<file path="src/rtl/lj_tx_pkg.sv">
package lj_tx_pkg;
  typedef enum logic {
    CH_FIRST  = 1'b0,
    CH_SECOND = 1'b1
  } chan_e;

  localparam int SYNC_DEPTH_MIN = 2;
endpackage

</file>
<file path="src/rtl/lj_tx_sync.sv">
module lj_tx_sync #(
  parameter int N      = 2,
  parameter int STAGES = lj_tx_pkg::SYNC_DEPTH_MIN
) (
  input  logic         clk,
  input  logic         rst_n,
  input  logic [N-1:0] async_i,
  output logic [N-1:0] sync_o
);
  logic [N-1:0] stage_q [STAGES];

  for (genvar s = 0; s < STAGES; s++) begin : g_stage
    logic [N-1:0] stage_d;
    if (s == 0) begin : g_first
      assign stage_d = async_i;
    end else begin : g_next
      assign stage_d = stage_q[s-1];
    end
    always_ff @(posedge clk or negedge rst_n) begin
      if (!rst_n) stage_q[s] <= '0;
      else        stage_q[s] <= stage_d;
    end
  end

  assign sync_o = stage_q[STAGES-1];
endmodule

</file>
<file path="src/rtl/lj_tx_framer.sv">
module lj_tx_framer
  import lj_tx_pkg::*;
(
  input  logic  clk,
  input  logic  rst_n,
  input  logic  bclk_s,
  input  logic  fs_s,
  input  logic  port_en_i,
  input  logic  first_fall_i,
  input  logic  err_clr_i,
  input  logic  buf_full_i,
  output logic  load_o,
  output logic  shift_o,
  output logic  pop_o,
  output chan_e chan_o,
  output logic  underrun_o,
  output logic  swap_o
);
  logic  bclk_prev_q, fs_last_q, started_q, real_seen_q, underrun_q, swap_q;
  logic  bclk_prev_d, fs_last_d, started_d, real_seen_d, underrun_d, swap_d;
  chan_e chan_q, chan_d;
  logic  bclk_fall, frame_edge, edge_first;

  assign bclk_fall  = bclk_prev_q & ~bclk_s;
  assign frame_edge = bclk_fall & (fs_s ^ fs_last_q);
  assign edge_first = frame_edge & (fs_s ^ first_fall_i);

  assign load_o  = frame_edge & port_en_i & (started_q | edge_first);
  assign shift_o = bclk_fall & port_en_i & started_q & ~frame_edge;
  assign pop_o   = load_o & buf_full_i;

  always_comb begin
    bclk_prev_d = bclk_s;
    fs_last_d   = bclk_fall ? fs_s : fs_last_q;
    started_d   = started_q;
    real_seen_d = real_seen_q;
    underrun_d  = underrun_q;
    swap_d      = swap_q;
    chan_d      = chan_q;
    if (!port_en_i) begin
      started_d   = 1'b0;
      real_seen_d = 1'b0;
      underrun_d  = 1'b0;
      swap_d      = 1'b0;
      chan_d      = CH_FIRST;
    end else begin
      if (err_clr_i) begin
        underrun_d = 1'b0;
        swap_d     = 1'b0;
      end
      if (load_o) begin
        started_d = 1'b1;
        chan_d    = edge_first ? CH_FIRST : CH_SECOND;
        if (!buf_full_i) begin
          underrun_d = 1'b1;
        end else if (!real_seen_q) begin
          real_seen_d = 1'b1;
          if (!edge_first) swap_d = 1'b1;
        end
      end
    end
  end

  always_ff @(posedge clk or negedge rst_n) begin
    if (!rst_n) begin
      bclk_prev_q <= 1'b0;
      fs_last_q   <= 1'b0;
      started_q   <= 1'b0;
      real_seen_q <= 1'b0;
      underrun_q  <= 1'b0;
      swap_q      <= 1'b0;
      chan_q      <= CH_FIRST;
    end else begin
      bclk_prev_q <= bclk_prev_d;
      fs_last_q   <= fs_last_d;
      started_q   <= started_d;
      real_seen_q <= real_seen_d;
      underrun_q  <= underrun_d;
      swap_q      <= swap_d;
      chan_q      <= chan_d;
    end
  end

  assign chan_o     = chan_q;
  assign underrun_o = underrun_q;
  assign swap_o     = swap_q;

  AST_START_QUALIFIED: assert property (@(posedge clk) disable iff (!rst_n)
    $rose(started_q) |-> $past(edge_first));
  AST_UNDERRUN_STICKY: assert property (@(posedge clk) disable iff (!rst_n)
    (underrun_q && port_en_i && !err_clr_i) |=> underrun_q);
  AST_SWAP_ON_REAL_LOAD: assert property (@(posedge clk) disable iff (!rst_n)
    $rose(swap_q) |-> $past(buf_full_i && frame_edge));
  AST_FLAGS_OFF_WHEN_IDLE: assert property (@(posedge clk) disable iff (!rst_n)
    !port_en_i |=> (!underrun_q && !swap_q));
endmodule

</file>
<file path="src/rtl/lj_tx_holdbuf.sv">
module lj_tx_holdbuf #(
  parameter int WORD_W = 24
) (
  input  logic              clk,
  input  logic              rst_n,
  input  logic              fill_en_i,
  input  logic              wr_valid_i,
  input  logic [WORD_W-1:0] wr_data_i,
  output logic              wr_ready_o,
  input  logic              pop_i,
  output logic              full_o,
  output logic [WORD_W-1:0] word_o
);
  logic              full_q, full_d;
  logic [WORD_W-1:0] data_q, data_d, last_q, last_d;
  logic              push;

  assign wr_ready_o = fill_en_i & ~full_q;
  assign push       = wr_valid_i & wr_ready_o;

  always_comb begin
    full_d = full_q;
    data_d = data_q;
    last_d = last_q;
    if (push) begin
      full_d = 1'b1;
      data_d = wr_data_i;
    end else if (pop_i) begin
      full_d = 1'b0;
      last_d = data_q;
    end
  end

  always_ff @(posedge clk or negedge rst_n) begin
    if (!rst_n) begin
      full_q <= 1'b0;
      data_q <= '0;
      last_q <= '0;
    end else begin
      full_q <= full_d;
      data_q <= data_d;
      last_q <= last_d;
    end
  end

  assign full_o = full_q;
  assign word_o = full_q ? data_q : last_q;

  AST_HOLD_STABLE: assert property (@(posedge clk) disable iff (!rst_n)
    (full_q && !pop_i) |=> (full_q && $stable(data_q)));
  AST_NO_FILL_WHEN_OFF: assert property (@(posedge clk) disable iff (!rst_n)
    !fill_en_i |=> !$rose(full_q));
endmodule

</file>
<file path="src/rtl/lj_tx_shifter.sv">
module lj_tx_shifter #(
  parameter int WORD_W = 24
) (
  input  logic              clk,
  input  logic              rst_n,
  input  logic              port_en_i,
  input  logic              load_i,
  input  logic              shift_i,
  input  logic [WORD_W-1:0] word_i,
  output logic              sdata_o
);
  logic [WORD_W-1:0] shreg_q, shreg_d;

  always_comb begin
    shreg_d = shreg_q;
    if (!port_en_i)   shreg_d = '0;
    else if (load_i)  shreg_d = word_i;
    else if (shift_i) shreg_d = {shreg_q[WORD_W-2:0], 1'b0};
  end

  always_ff @(posedge clk or negedge rst_n) begin
    if (!rst_n) shreg_q <= '0;
    else        shreg_q <= shreg_d;
  end

  assign sdata_o = shreg_q[WORD_W-1];

  AST_SHREG_HOLD: assert property (@(posedge clk) disable iff (!rst_n)
    (port_en_i && !load_i && !shift_i) |=> $stable(shreg_q));
  AST_QUIET_OFF: assert property (@(posedge clk) disable iff (!rst_n)
    !port_en_i |=> !sdata_o);
  AST_ZERO_FILL: assert property (@(posedge clk) disable iff (!rst_n)
    (port_en_i && shift_i) |=> !shreg_q[0]);
endmodule

</file>
<file path="src/rtl/lj_audio_tx.sv">
module lj_audio_tx
  import lj_tx_pkg::*;
#(
  parameter int WORD_W      = 24,
  parameter int SYNC_STAGES = 2
) (
  input  logic              clk,
  input  logic              rst_n,
  input  logic              bclk_in,
  input  logic              fs_in,
  input  logic              port_en,
  input  logic              fill_en,
  input  logic              first_on_fall,
  input  logic              err_clr,
  input  logic              wr_valid,
  input  logic [WORD_W-1:0] wr_data,
  output logic              wr_ready,
  output logic              sdata_o,
  output logic              chan_o,
  output logic              underrun_o,
  output logic              swap_o
);
  localparam int SYNC_W = 2;

  logic [SYNC_W-1:0] pins_s;
  logic              load, shift, pop, buf_full;
  logic [WORD_W-1:0] word;
  chan_e             chan;

  lj_tx_sync #(.N(SYNC_W), .STAGES(SYNC_STAGES)) u_sync (
    .clk(clk), .rst_n(rst_n), .async_i({fs_in, bclk_in}), .sync_o(pins_s)
  );

  lj_tx_framer u_framer (
    .clk(clk), .rst_n(rst_n), .bclk_s(pins_s[0]), .fs_s(pins_s[1]),
    .port_en_i(port_en), .first_fall_i(first_on_fall), .err_clr_i(err_clr),
    .buf_full_i(buf_full), .load_o(load), .shift_o(shift), .pop_o(pop),
    .chan_o(chan), .underrun_o(underrun_o), .swap_o(swap_o)
  );

  lj_tx_holdbuf #(.WORD_W(WORD_W)) u_buf (
    .clk(clk), .rst_n(rst_n), .fill_en_i(fill_en), .wr_valid_i(wr_valid),
    .wr_data_i(wr_data), .wr_ready_o(wr_ready), .pop_i(pop),
    .full_o(buf_full), .word_o(word)
  );

  lj_tx_shifter #(.WORD_W(WORD_W)) u_shift (
    .clk(clk), .rst_n(rst_n), .port_en_i(port_en), .load_i(load),
    .shift_i(shift), .word_i(word), .sdata_o(sdata_o)
  );

  assign chan_o = (chan == CH_SECOND);
endmodule

</file>
<file path="config.mk">
export PLATFORM = sky130hd
export DESIGN_NAME = lj_audio_tx
export DESIGN_NICKNAME = d
export VERILOG_FILES = /design/src/rtl/lj_tx_pkg.sv /design/src/rtl/lj_tx_sync.sv /design/src/rtl/lj_tx_framer.sv /design/src/rtl/lj_tx_holdbuf.sv /design/src/rtl/lj_tx_shifter.sv /design/src/rtl/lj_audio_tx.sv
export SDC_FILE = /design/constraint.sdc
export NUM_CORES = 1
export LEC_CHECK = 0
export BUFFER_PORTS_ARGS = -buffer_cell sky130_fd_sc_hd__buf_2
export CORE_MARGIN = 8
export CORE_UTILIZATION = 35
export CTS_CLUSTER_DIAMETER = 150
export DETAILED_ROUTE_END_ITERATION = 8
export GPL_TIMING_DRIVEN = 0
export PLACE_DENSITY = 0.55
export SYNTH_ARGS = -nofsm -noshare
export SYNTH_HDL_FRONTEND = slang
export SYNTH_SLANG_ARGS = --single-unit
</file>
<file path="constraint.sdc">
create_clock -name clk -period 2 [get_ports clk]
set_input_delay 0.1 -clock clk [delete_from_list [all_inputs] [get_ports clk]]
set_output_delay 0.1 -clock clk [all_outputs]
set_load 0.03 [all_outputs]
</file>
==> results of run 1 <==
final cells by class:
| class | instances | area (um2) |
|---|---|---|
| Buffer | 16 | 90.1 |
| Clock buffer | 12 | 165 |
| Clock inverter | 2 | 10.0 |
| Fill cell | 960 | 5770 |
| Inverter | 1 | 3.75 |
| Multi-Input combinational cell | 147 | 1530 |
| Sequential cell | 84 | 2100 |
| Tap cell | 136 | 170 |
| Timing Repair Buffer | 65 | 490 |
synth_stat cells (all sizes together):
master / instances
dfrtp: 84
nor2: 1
o211ai: 1
xor2: 1
o21ai: 2
nor2b: 3
mux2i: 25
a22o: 1
nand4b: 1
o2bb2ai: 24
nand2: 4
nand3: 1
clkbuf: 6
buf: 10
nand4: 1
nand2b: 3
inv: 1
nand3b: 2
a21oi: 2
o41ai: 1
mux2: 72
o22ai: 2
timing repair:
action,4_1_cts,5_1_grt
pin swaps,0,0
endpoints found under the hold margin,67,0
setup endpoints to repair,1,10
resized for setup,1,3
hold buffers,28,0
buffers inserted,0,0
worst min-delay path, cell delays in order:
cell and delay, ps:
buf_2 80, nand2b_1 90, a21oi_1 60
worst min path at each step:
| stage | from | end | slack (ps) | cells past startpoint |
|---|---|---|---|---|
| floorplan | rst_n | u_buf.data_q[0]$_DFFE_PN0P_ | -200 | 0 |
| global placement | fs_in | u_sync.g_stage[1].stage_d[1]$_DFF_PN0_ | 210 | 1 |
| detailed placement | rst_n | u_buf.last_q[16]$_DFFE_PN0P_ | 130 | 1 |
| CTS | err_clr | u_framer.underrun_o$_DFF_PN0_ | 5 | 3 |
| global route | err_clr | u_framer.underrun_o$_DFF_PN0_ | 30 | 3 |
| finish | err_clr | u_framer.underrun_o$_DFF_PN0_ | 20 | 3 |
kinds of logic after synthesis:
group                  count (synthesis)
flip-flops                            84
buffers and inverters                 17
multiplexers                          97
AO/OA/AOI/OAI                         33
AND/OR/NAND/NOR                       16
XOR/XNOR                               1
cells in the final DEF (no fill, tap or decap), drive strengths merged:
cell type / netlist / layout
nor2b: 3 / 3
nand3: 1 / 1
dlygate4sd3: 0 / 28
nand3b: 2 / 2
xor2: 1 / 1
a21oi: 2 / 2
nor2: 1 / 1
nand4b: 1 / 1
o41ai: 1 / 1
a22o: 1 / 1
o211ai: 1 / 1
mux2: 72 / 72
nand2b: 3 / 3
clkbuf: 6 / 18
o2bb2ai: 24 / 24
inv: 1 / 1
o22ai: 2 / 2
o21ai: 2 / 2
dfrtp: 84 / 84
buf: 10 / 47
clkinv: 0 / 2
nand2: 4 / 4
mux2i: 25 / 25
nand4: 1 / 1
per-layer routing:
layer,track usage,vias up
met5,0,-
met4,0.0498,0
met3,0.0260,7
met2,0.151,31
met1,0.144,1065
li1,-,1059
power by group through the flow:
stage | Clock (mW) | Combinational (mW) | Sequential, mW
floorplan | 0 | 1.23 | 2.43
global route | 1.22 | 1.68 | 2.56
finish | 1.11 | 1.52 | 2.49
detailed placement | 0 | 1.50 | 2.52
CTS | 1.15 | 1.56 | 2.49
global placement | 0 | 1.48 | 2.51
stage by stage:
stage	util	power (mW)	hold WS [ps]	setup slack (ps)
floorplan	-	3.66	-196	79.2
global placement	0.394	3.98	213	32.3
detailed placement	0.396	4.02	130	21.8
CTS	0.441	5.20	4.98	80.0
global route	0.441	5.46	29.3	6.91
finish	0.441	5.12	23.7	201
registers in the layout, summed over array words and instances, names as in the netlist:
register / flops
u_framer.real_seen_q: 1
u_framer.swap_o: 1
u_framer.fs_last_q: 1
u_buf.last_q: 24
u_buf.data_q: 24
u_sync.g_stage.stage_d: 2
u_shift.shreg_q: 24
u_framer.underrun_o: 1
u_framer.bclk_prev_q: 1
u_buf.full_o: 1
u_framer.chan_o: 1
u_framer.started_q: 1
u_sync.sync_o: 2
==> impl_metrics.json, run 1 <==
{
  "max_stage_delay_ps": 450,
  "wl_met2_um": 2950,
  "synth_warnings": 0,
  "die-area_um2": 14200,
  "clock_sinks": 84,
  "dr_wl_met3_um": 199,
  "start_util": 0.360,
  "cts_root_buffer": "clkbuf_8",
  "htree_num_levels": 3,
  "die_h_um": 119,
  "worstSetupStartpoint": "u_sync.sync_o[1]$_DFF_PN0_",
  "layout.nets": 357,
  "antennaDiodeCount": 0,
  "synth_xor_area_frac": 0.00236,
  "synth_top_family_by_area": "multiplexers",
  "peakVddDrop_mv": 0.333,
  "r2r_slack_ps": 200,
  "switching_share": 0.276,
  "avgSynthCellArea_um2": 15.0,
  "fin_crit_ps": 1800,
  "slew_headroom": 0.631,
  "synth.largest_area_cell": "dfrtp_1",
  "r2r-start": "u_sync.sync_o[1]$_DFF_PN0_",
  "antenna_found_initial": 0,
  "start_kind": "flip-flop",
  "wl_per_cell_um": 15.0,
  "cp.arrival_ps": 2020,
  "grt.total_usage": 0.105,
  "setup_violations": 0,
  "combinationalPowerShare": 0.297,
  "fin_setup_tns_ps": 0,
  "place_hpwl_um": 4630,
  "cts_made_buffers": 9,
  "hold_viol": 0,
  "grt_pass1_wl_um": 12100,
  "cp_top_family": "compound AO/OA/AOI/OAI gates",
  "power.switching_mw": 1.41,
  "clkTransAtPathRegs_ps": 80,
  "design_area_um2": 4560,
  "rsz0062_at_grt": "false",
  "path_cells": "nand3b_1, o21ai_0, o211ai_1, clkbuf_1, o2bb2ai_1",
  "critPathRequiredTime_ps": 2220,
  "worst_slew_pin_slew_ps": 554,
  "muxShareOfSynthArea": 0.304,
  "clock_path_buffers": 2,
  "status": "completed",
  "clock_skew_ps": 11.1,
  "clkPwrFrac": 0.216,
  "yosysUniqueCellTypes": 26,
  "area_delta_synth_final_pct": 22.8,
  "grt_pass1_vias": 2376,
  "cts_tree": "built",
  "seqPwrFrac": 0.487,
  "crit_path_top_delay_cell": "clkbuf_1",
  "rr_worst_depth": 5,
  "max_freq_mhz": 556,
  "crit_cells": 5,
  "p_int_mw": 3.71,
  "finalNonFillerCells": 463,
  "hold_class": "in -> reg",
  "vias": 2162,
  "dp.cells": 421,
  "period_share": 0.899,
  "rows": 37,
  "antenna_left": 0,
  "totalWireLength_um": 6950,
  "topRoutingLayerUsed": "met4",
  "synth_top_area_share": 0.566,
  "place_congestion": 0.714,
  "crit_path_end_kind": "flip-flop",
  "placed_area_um2": 4090,
  "cp_max_fo": 10,
  "syn_inst": 248,
  "crit_path_end": "u_shift.shreg_q[15]$_DFFE_PN0P_",
  "initialDrtViolationCount": 55,
  "routed_via_density": 4.67,
  "yosys.area_share.simple": 0.0286,
  "p_leak_nw": 2.10,
  "p_per_area_nw_per_um2": 1120,
  "grt_overflow_total": 0,
  "synth_area_leaders": "dfrtp_1 57%, mux2_2 16%, mux2_4 7.3%",
  "met1_length_um": 3700,
  "drive_gt1_frac": 0.422,
  "crit_buf_inv": 1,
  "synth_seq_cells": 84,
  "remaining_drc_errors": 0,
  "maxCapViolCount": 0,
  "dieWidth_um": 119,
  "syn_nets": 281,
  "r2r_end": "u_shift.shreg_q[15]$_DFFE_PN0P_",
  "synth_area_um2": 3710,
  "ys_seq_area_frac": 0.566,
  "criticalPathCategory": "reg -> reg",
  "synth-compound-area-share": 0.0741,
  "clk_latency_ps": 350,
  "port_buffers": 36,
  "synth_fa_ha_area_frac": 0,
  "grt_start_max_net_pins": 45,
  "coreArea_um2": 10300,
  "ios": 38,
  "dr.pass1.iters": 4,
  "slew_viol_final": 0
}
(Power assumes the default switching activity.)
==> run 2, diff against run 1 <==
--- a/config.mk
+++ b/config.mk
@@ -11,7 +11,7 @@
 export CTS_CLUSTER_DIAMETER = 150
 export DETAILED_ROUTE_END_ITERATION = 8
 export GPL_TIMING_DRIVEN = 0
-export PLACE_DENSITY = 0.55
+export PLACE_DENSITY = 0.56
 export SYNTH_ARGS = -nofsm -noshare
 export SYNTH_HDL_FRONTEND = slang
 export SYNTH_SLANG_ARGS = --single-unit
==> run 2 against run 1 <==
Sequential cell count stayed put. Clock power grew 13%. Setup slack worse by 73 ps. Utilization increased by 0.19 points. Sequential power barely moved. Cell count grew 0.22%. Wire length is 0.35% higher. Count of clock-buffer cells in the layout is 2 higher. Via count up 1.9%. Cell area up 0.44%. Global-route usage up 0.12 points.
==> impl_metrics.json, run 2 (same netlist as run 1, synthesis figures left out) <==
{
  "top_usage_layer": "met2",
  "start_util": 0.360,
  "crit_path_end": "u_shift.shreg_q[8]$_DFFE_PN0P_",
  "finalNonFillerCells": 464,
  "remaining_drc_errors": 0,
  "grt_pass1_wl_um": 12100,
  "reg.largest.list": "u_buf.data_q: 24 flops, u_buf.last_q: 24 flops, u_shift.shreg_q: 24 flops",
  "final_common_cell": "dfrtp_1",
  "die_h_um": 119,
  "clock_sinks": 84,
  "rr_worst_depth": 5,
  "final_cell_mix": "84 x dfrtp_1, 54 x mux2_2, 42 x buf_2, 28 x dlygate4sd3_1, 25 x mux2i_1",
  "wl_per_cell_um": 15.0,
  "grt_overflow_total": 0,
  "cts_setup_buffers": 0,
  "grt_util_met2": 0.156,
  "hold_viol": 0,
  "peakVddDrop_mv": 0.452,
  "port_buffers": 36,
  "hold_path_depth": 3,
  "place_congestion": 0.683,
  "clock_skew_ps": 6.16,
  "slew_headroom": 0.603,
  "worstSetupStartpoint": "u_buf.full_o$_DFFE_PN0P_",
  "cts_made_buffers": 9,
  "fin_crit_ps": 1870,
  "setup_violations": 0,
  "globalRouteMet3Util": 0.0231,
  "maxCapViolCount": 0,
  "coreArea_um2": 10300,
  "cp_max_fo": 10,
  "slew_viol_final": 0,
  "r2r_end": "u_shift.shreg_q[8]$_DFFE_PN0P_",
  "cts_tree": "built",
  "hold_class": "in -> reg",
  "r2r_slack_ps": 130,
  "start_kind": "flip-flop",
  "rsz0062_at_grt": "false",
  "cp.arrival_ps": 2090,
  "worst_slew_pin_slew_ps": 596,
  "dieWidth_um": 119,
  "critPathRequiredTime_ps": 2220,
  "totalWireLength_um": 6980,
  "clock_path_buffers": 2,
  "antenna_left": 0,
  "routed_via_density": 4.75,
  "criticalPathCategory": "reg -> reg",
  "drive_gt1_frac": 0.412,
  "grt.total_usage": 0.106,
  "r2r-start": "u_buf.full_o$_DFFE_PN0P_",
  "dr.pass1.iters": 4,
  "htree_num_levels": 3,
  "period_share": 0.936,
  "fin_setup_tns_ps": 0,
  "rows": 37,
  "crit_path_end_kind": "flip-flop",
  "max_freq_mhz": 534,
  "grt_pass1_vias": 2379,
  "p_leak_nw": 2.10,
  "initialDrtViolationCount": 75,
  "cts_root_buffer": "clkbuf_8",
  "area_delta_synth_final_pct": 23.3,
  "place_hpwl_um": 4700,
  "antenna_found_initial": 0,
  "vias": 2203,
  "layout.nets": 357,
  "ios": 38,
  "dp.cells": 421,
  "fin_util": 0.443,
  "p_per_area_nw_per_um2": 1150,
  "clkTransAtPathRegs_ps": 80,
  "use_met1": 0.141,
  "clk_latency_ps": 350,
  "status": "completed",
  "grt_start_max_net_pins": 71,
  "antennaDiodeCount": 0,
  "die-area_um2": 14200
}
-- run 2: power by group --
group	total (mW)	internal (mW)	switching (mW)	leakage (nW)
Sequential	2.50	2.20	0.301	1.08
Combinational	1.51	0.971	0.540	0.921
Clock	1.25	0.675	0.575	0.103
-- run 2: worst min path at each step --
stage,start,to,slack (ps)
global placement,fs_in,u_sync.g_stage[1].stage_d[1]$_DFF_PN0_,210
floorplan,rst_n,u_buf.data_q[0]$_DFFE_PN0P_,-200
finish,err_clr,u_framer.underrun_o$_DFF_PN0_,40
CTS,err_clr,u_framer.underrun_o$_DFF_PN0_,30
global route,err_clr,u_framer.underrun_o$_DFF_PN0_,30
detailed placement,rst_n,u_buf.data_q[16]$_DFFE_PN0P_,-20
-- run 2: layer usage --
metal,routed length (um),vias up
met5,0,-
met4,160,0
met3,196,12
met2,3030,28
met1,3590,1097
li1,-,1066
-- run 2: worst max-delay path, cell delays in order (launching register included) --
cell	delay, ps
dfrtp_1	320
buf_2	250
buf_1	500
mux2_2	410
mux2i_1	150
o2bb2ai_1	100
-- run 2: area by class of cell --
cell class | count | area (um2)
fillers | 915 | 5750
flip-flops and latches | 84 | 2100
multi-input cells | 147 | 1520
repair buffers | 65 | 490
clock buffers | 14 | 173
well taps | 136 | 170
plain buffers | 16 | 88.8
clock inverters | 1 | 30.0
inverters | 1 | 3.75
-- run 2: repair_timing --
item | CTS | global route
setup endpoints to repair | 0 | 4
hold buffers | 28 | 0
hold endpoints to repair | 111 | 0
resized for setup | 0 | 3
-- run 2: through the flow --
stage / area, um2 / hold WS, ps / power [mW] / worst slack, ps
floorplan: 3710 / -196 / 3.66 / 79.2
global placement: 4060 / 209 / 3.97 / 99.8
detailed placement: 4090 / -22.3 / 4.02 / 117
CTS: 4580 / 32.4 / 5.32 / 95.2
global route: 4580 / 27.7 / 5.59 / 0.554
finish: 4580 / 38.2 / 5.26 / 128
==> run 3, diff against run 2 <==
--- a/config.mk
+++ b/config.mk
@@ -8,6 +8,7 @@
 export BUFFER_PORTS_ARGS = -buffer_cell sky130_fd_sc_hd__buf_2
 export CORE_MARGIN = 8
 export CORE_UTILIZATION = 35
+export CTS_BUF_LIST = sky130_fd_sc_hd__clkbuf_2 sky130_fd_sc_hd__clkbuf_4 sky130_fd_sc_hd__clkbuf_8
 export CTS_CLUSTER_DIAMETER = 150
 export DETAILED_ROUTE_END_ITERATION = 8
 export GPL_TIMING_DRIVEN = 0
==> run 3 against run 2 <==
First-iteration DRC count fell by 5.3%. Utilization rose by 0.073 points. Hold slack barely moved. Clock power barely moved. Die area did not move. Total power rose by 0.53%. Clock skew fell by 0.86 ps. Global-route usage did not move. Sequential power barely moved. Critical endpoint unchanged. Largest power group unchanged. Highest routed layer unchanged.
==> impl_metrics.json, run 3 (same netlist as run 1, synthesis figures left out) <==
{
  "grt.total_usage": 0.106,
  "period_share": 0.933,
  "antenna_left": 0,
  "coreArea_um2": 10300,
  "max_freq_mhz": 536,
  "antenna_found_initial": 0,
  "dieWidth_um": 119,
  "status": "completed",
  "reg.largest.list": "u_buf.data_q: 24 flops, u_buf.last_q: 24 flops, u_shift.shreg_q: 24 flops",
  "clkTransAtPathRegs_ps": 80,
  "final_cell_mix": "84 x dfrtp_1, 54 x mux2_2, 42 x buf_2, 28 x dlygate4sd3_1, 25 x mux2i_1",
  "slew_viol_final": 0,
  "clk_latency_ps": 350,
  "totalWireLength_um": 6980,
  "peakVddDrop_mv": 0.447,
  "maxCapViolCount": 0,
  "layout.nets": 357,
  "grt_pass1_vias": 2379,
  "rows": 37,
  "slew_headroom": 0.603,
  "criticalPathCategory": "reg -> reg",
  "p_leak_nw": 2.11,
  "worst_slew_pin_slew_ps": 596,
  "remaining_drc_errors": 0,
  "cts_root_buffer": "clkbuf_8",
  "clock_path_buffers": 2,
  "cp_max_fo": 10,
  "p_per_area_nw_per_um2": 1150,
  "dr.pass1.iters": 4,
  "place_congestion": 0.683,
  "clock_sinks": 84,
  "final_common_cell": "dfrtp_1",
  "die_h_um": 119,
  "initialDrtViolationCount": 71,
  "cts_made_buffers": 9,
  "area_delta_synth_final_pct": 23.5,
  "setup_violations": 0,
  "fin_util": 0.444,
  "antennaDiodeCount": 0,
  "ios": 38,
  "cts_setup_buffers": 0,
  "port_buffers": 36,
  "place_hpwl_um": 4700,
  "fin_crit_ps": 1870,
  "routed_via_density": 4.76,
  "start_util": 0.360,
  "grt_start_max_net_pins": 71,
  "grt_pass1_wl_um": 12100,
  "drive_gt1_frac": 0.418,
  "fin_setup_tns_ps": 0,
  "rsz0062_at_grt": "false",
  "clock_skew_ps": 5.30,
  "hold_class": "in -> reg",
  "cts_tree": "built",
  "wl_per_cell_um": 15.0,
  "grt_overflow_total": 0,
  "htree_num_levels": 3,
  "vias": 2210,
  "critPathRequiredTime_ps": 2220,
  "start_kind": "flip-flop",
  "die-area_um2": 14200,
  "cp.arrival_ps": 2090,
  "crit_path_end_kind": "flip-flop",
  "hold_viol": 0
}
[run 3: repair_timing]
| item | CTS | global route |
|---|---|---|
| endpoints found under the hold margin | 111 | 0 |
| resized for setup | 0 | 3 |
| setup endpoints to repair | 0 | 4 |
| hold buffers | 28 | 0 |
[run 3: area by class of cell]
type	count	area, um2
fillers	914	5740
flip-flops and latches	84	2100
multi-input cells	147	1520
repair buffers	65	490
clock buffers	14	180
well taps	136	170
plain buffers	16	88.8
clock inverters	1	30.0
inverters	1	3.75
[run 3: per-stage QoR]
step | hold slack, ps | cells | total power [mW] | cell area [um2] | setup WS, ps
global placement | 209 | 420 | 3.97 | 4060 | 99.8
floorplan | -196 | 248 | 3.66 | 3710 | 79.2
finish | 37.9 | 464 | 5.29 | 4580 | 135
CTS | 32.6 | 464 | 5.35 | 4580 | 95.2
detailed placement | -22.3 | 421 | 4.02 | 4090 | 117
global route | 27.4 | 464 | 5.62 | 4580 | 0.554
[run 3: power breakdown]
| part | total [mW] | internal (mW) | switching (mW) |
|---|---|---|---|
| Clock | 1.28 | 0.702 | 0.578 |
| Combinational | 1.51 | 0.971 | 0.539 |
| Sequential | 2.50 | 2.20 | 0.300 |
[run 3: final timing paths]
kind	from	slack, ps	cells past startpoint	to
setup / recovery	u_buf.full_o$_DFFE_PN0P_	130	5	u_shift.shreg_q[8]$_DFFE_PN0P_
hold / removal	err_clr	40	3	u_framer.underrun_o$_DFF_PN0_
setup reg to reg	u_buf.full_o$_DFFE_PN0P_	130	5	u_shift.shreg_q[8]$_DFFE_PN0P_
hold reg to reg	u_sync.g_stage[1].stage_d[0]$_DFF_PN0_	350	0	u_sync.sync_o[0]$_DFF_PN0_
max in group asynchronous	rst_n	1230	3	u_buf.data_q[3]$_DFFE_PN0P_
min in group asynchronous	rst_n	140	2	u_buf.data_q[17]$_DFFE_PN0P_
[run 3: layer usage]
layer	vias to the layer above	global-route usage	part of all wire
met5	-	0	0
met4	0	0.0640	0.023
met3	12	0.0231	0.029
met2	30	0.156	0.44
met1	1103	0.141	0.51
li1	1065	-	-
[run 3: critical path: stages (launching register included)]
cell and delay, ps:
dfrtp_1 320, buf_2 250, buf_1 500, mux2_2 410, mux2i_1 150, o2bb2ai_1 100
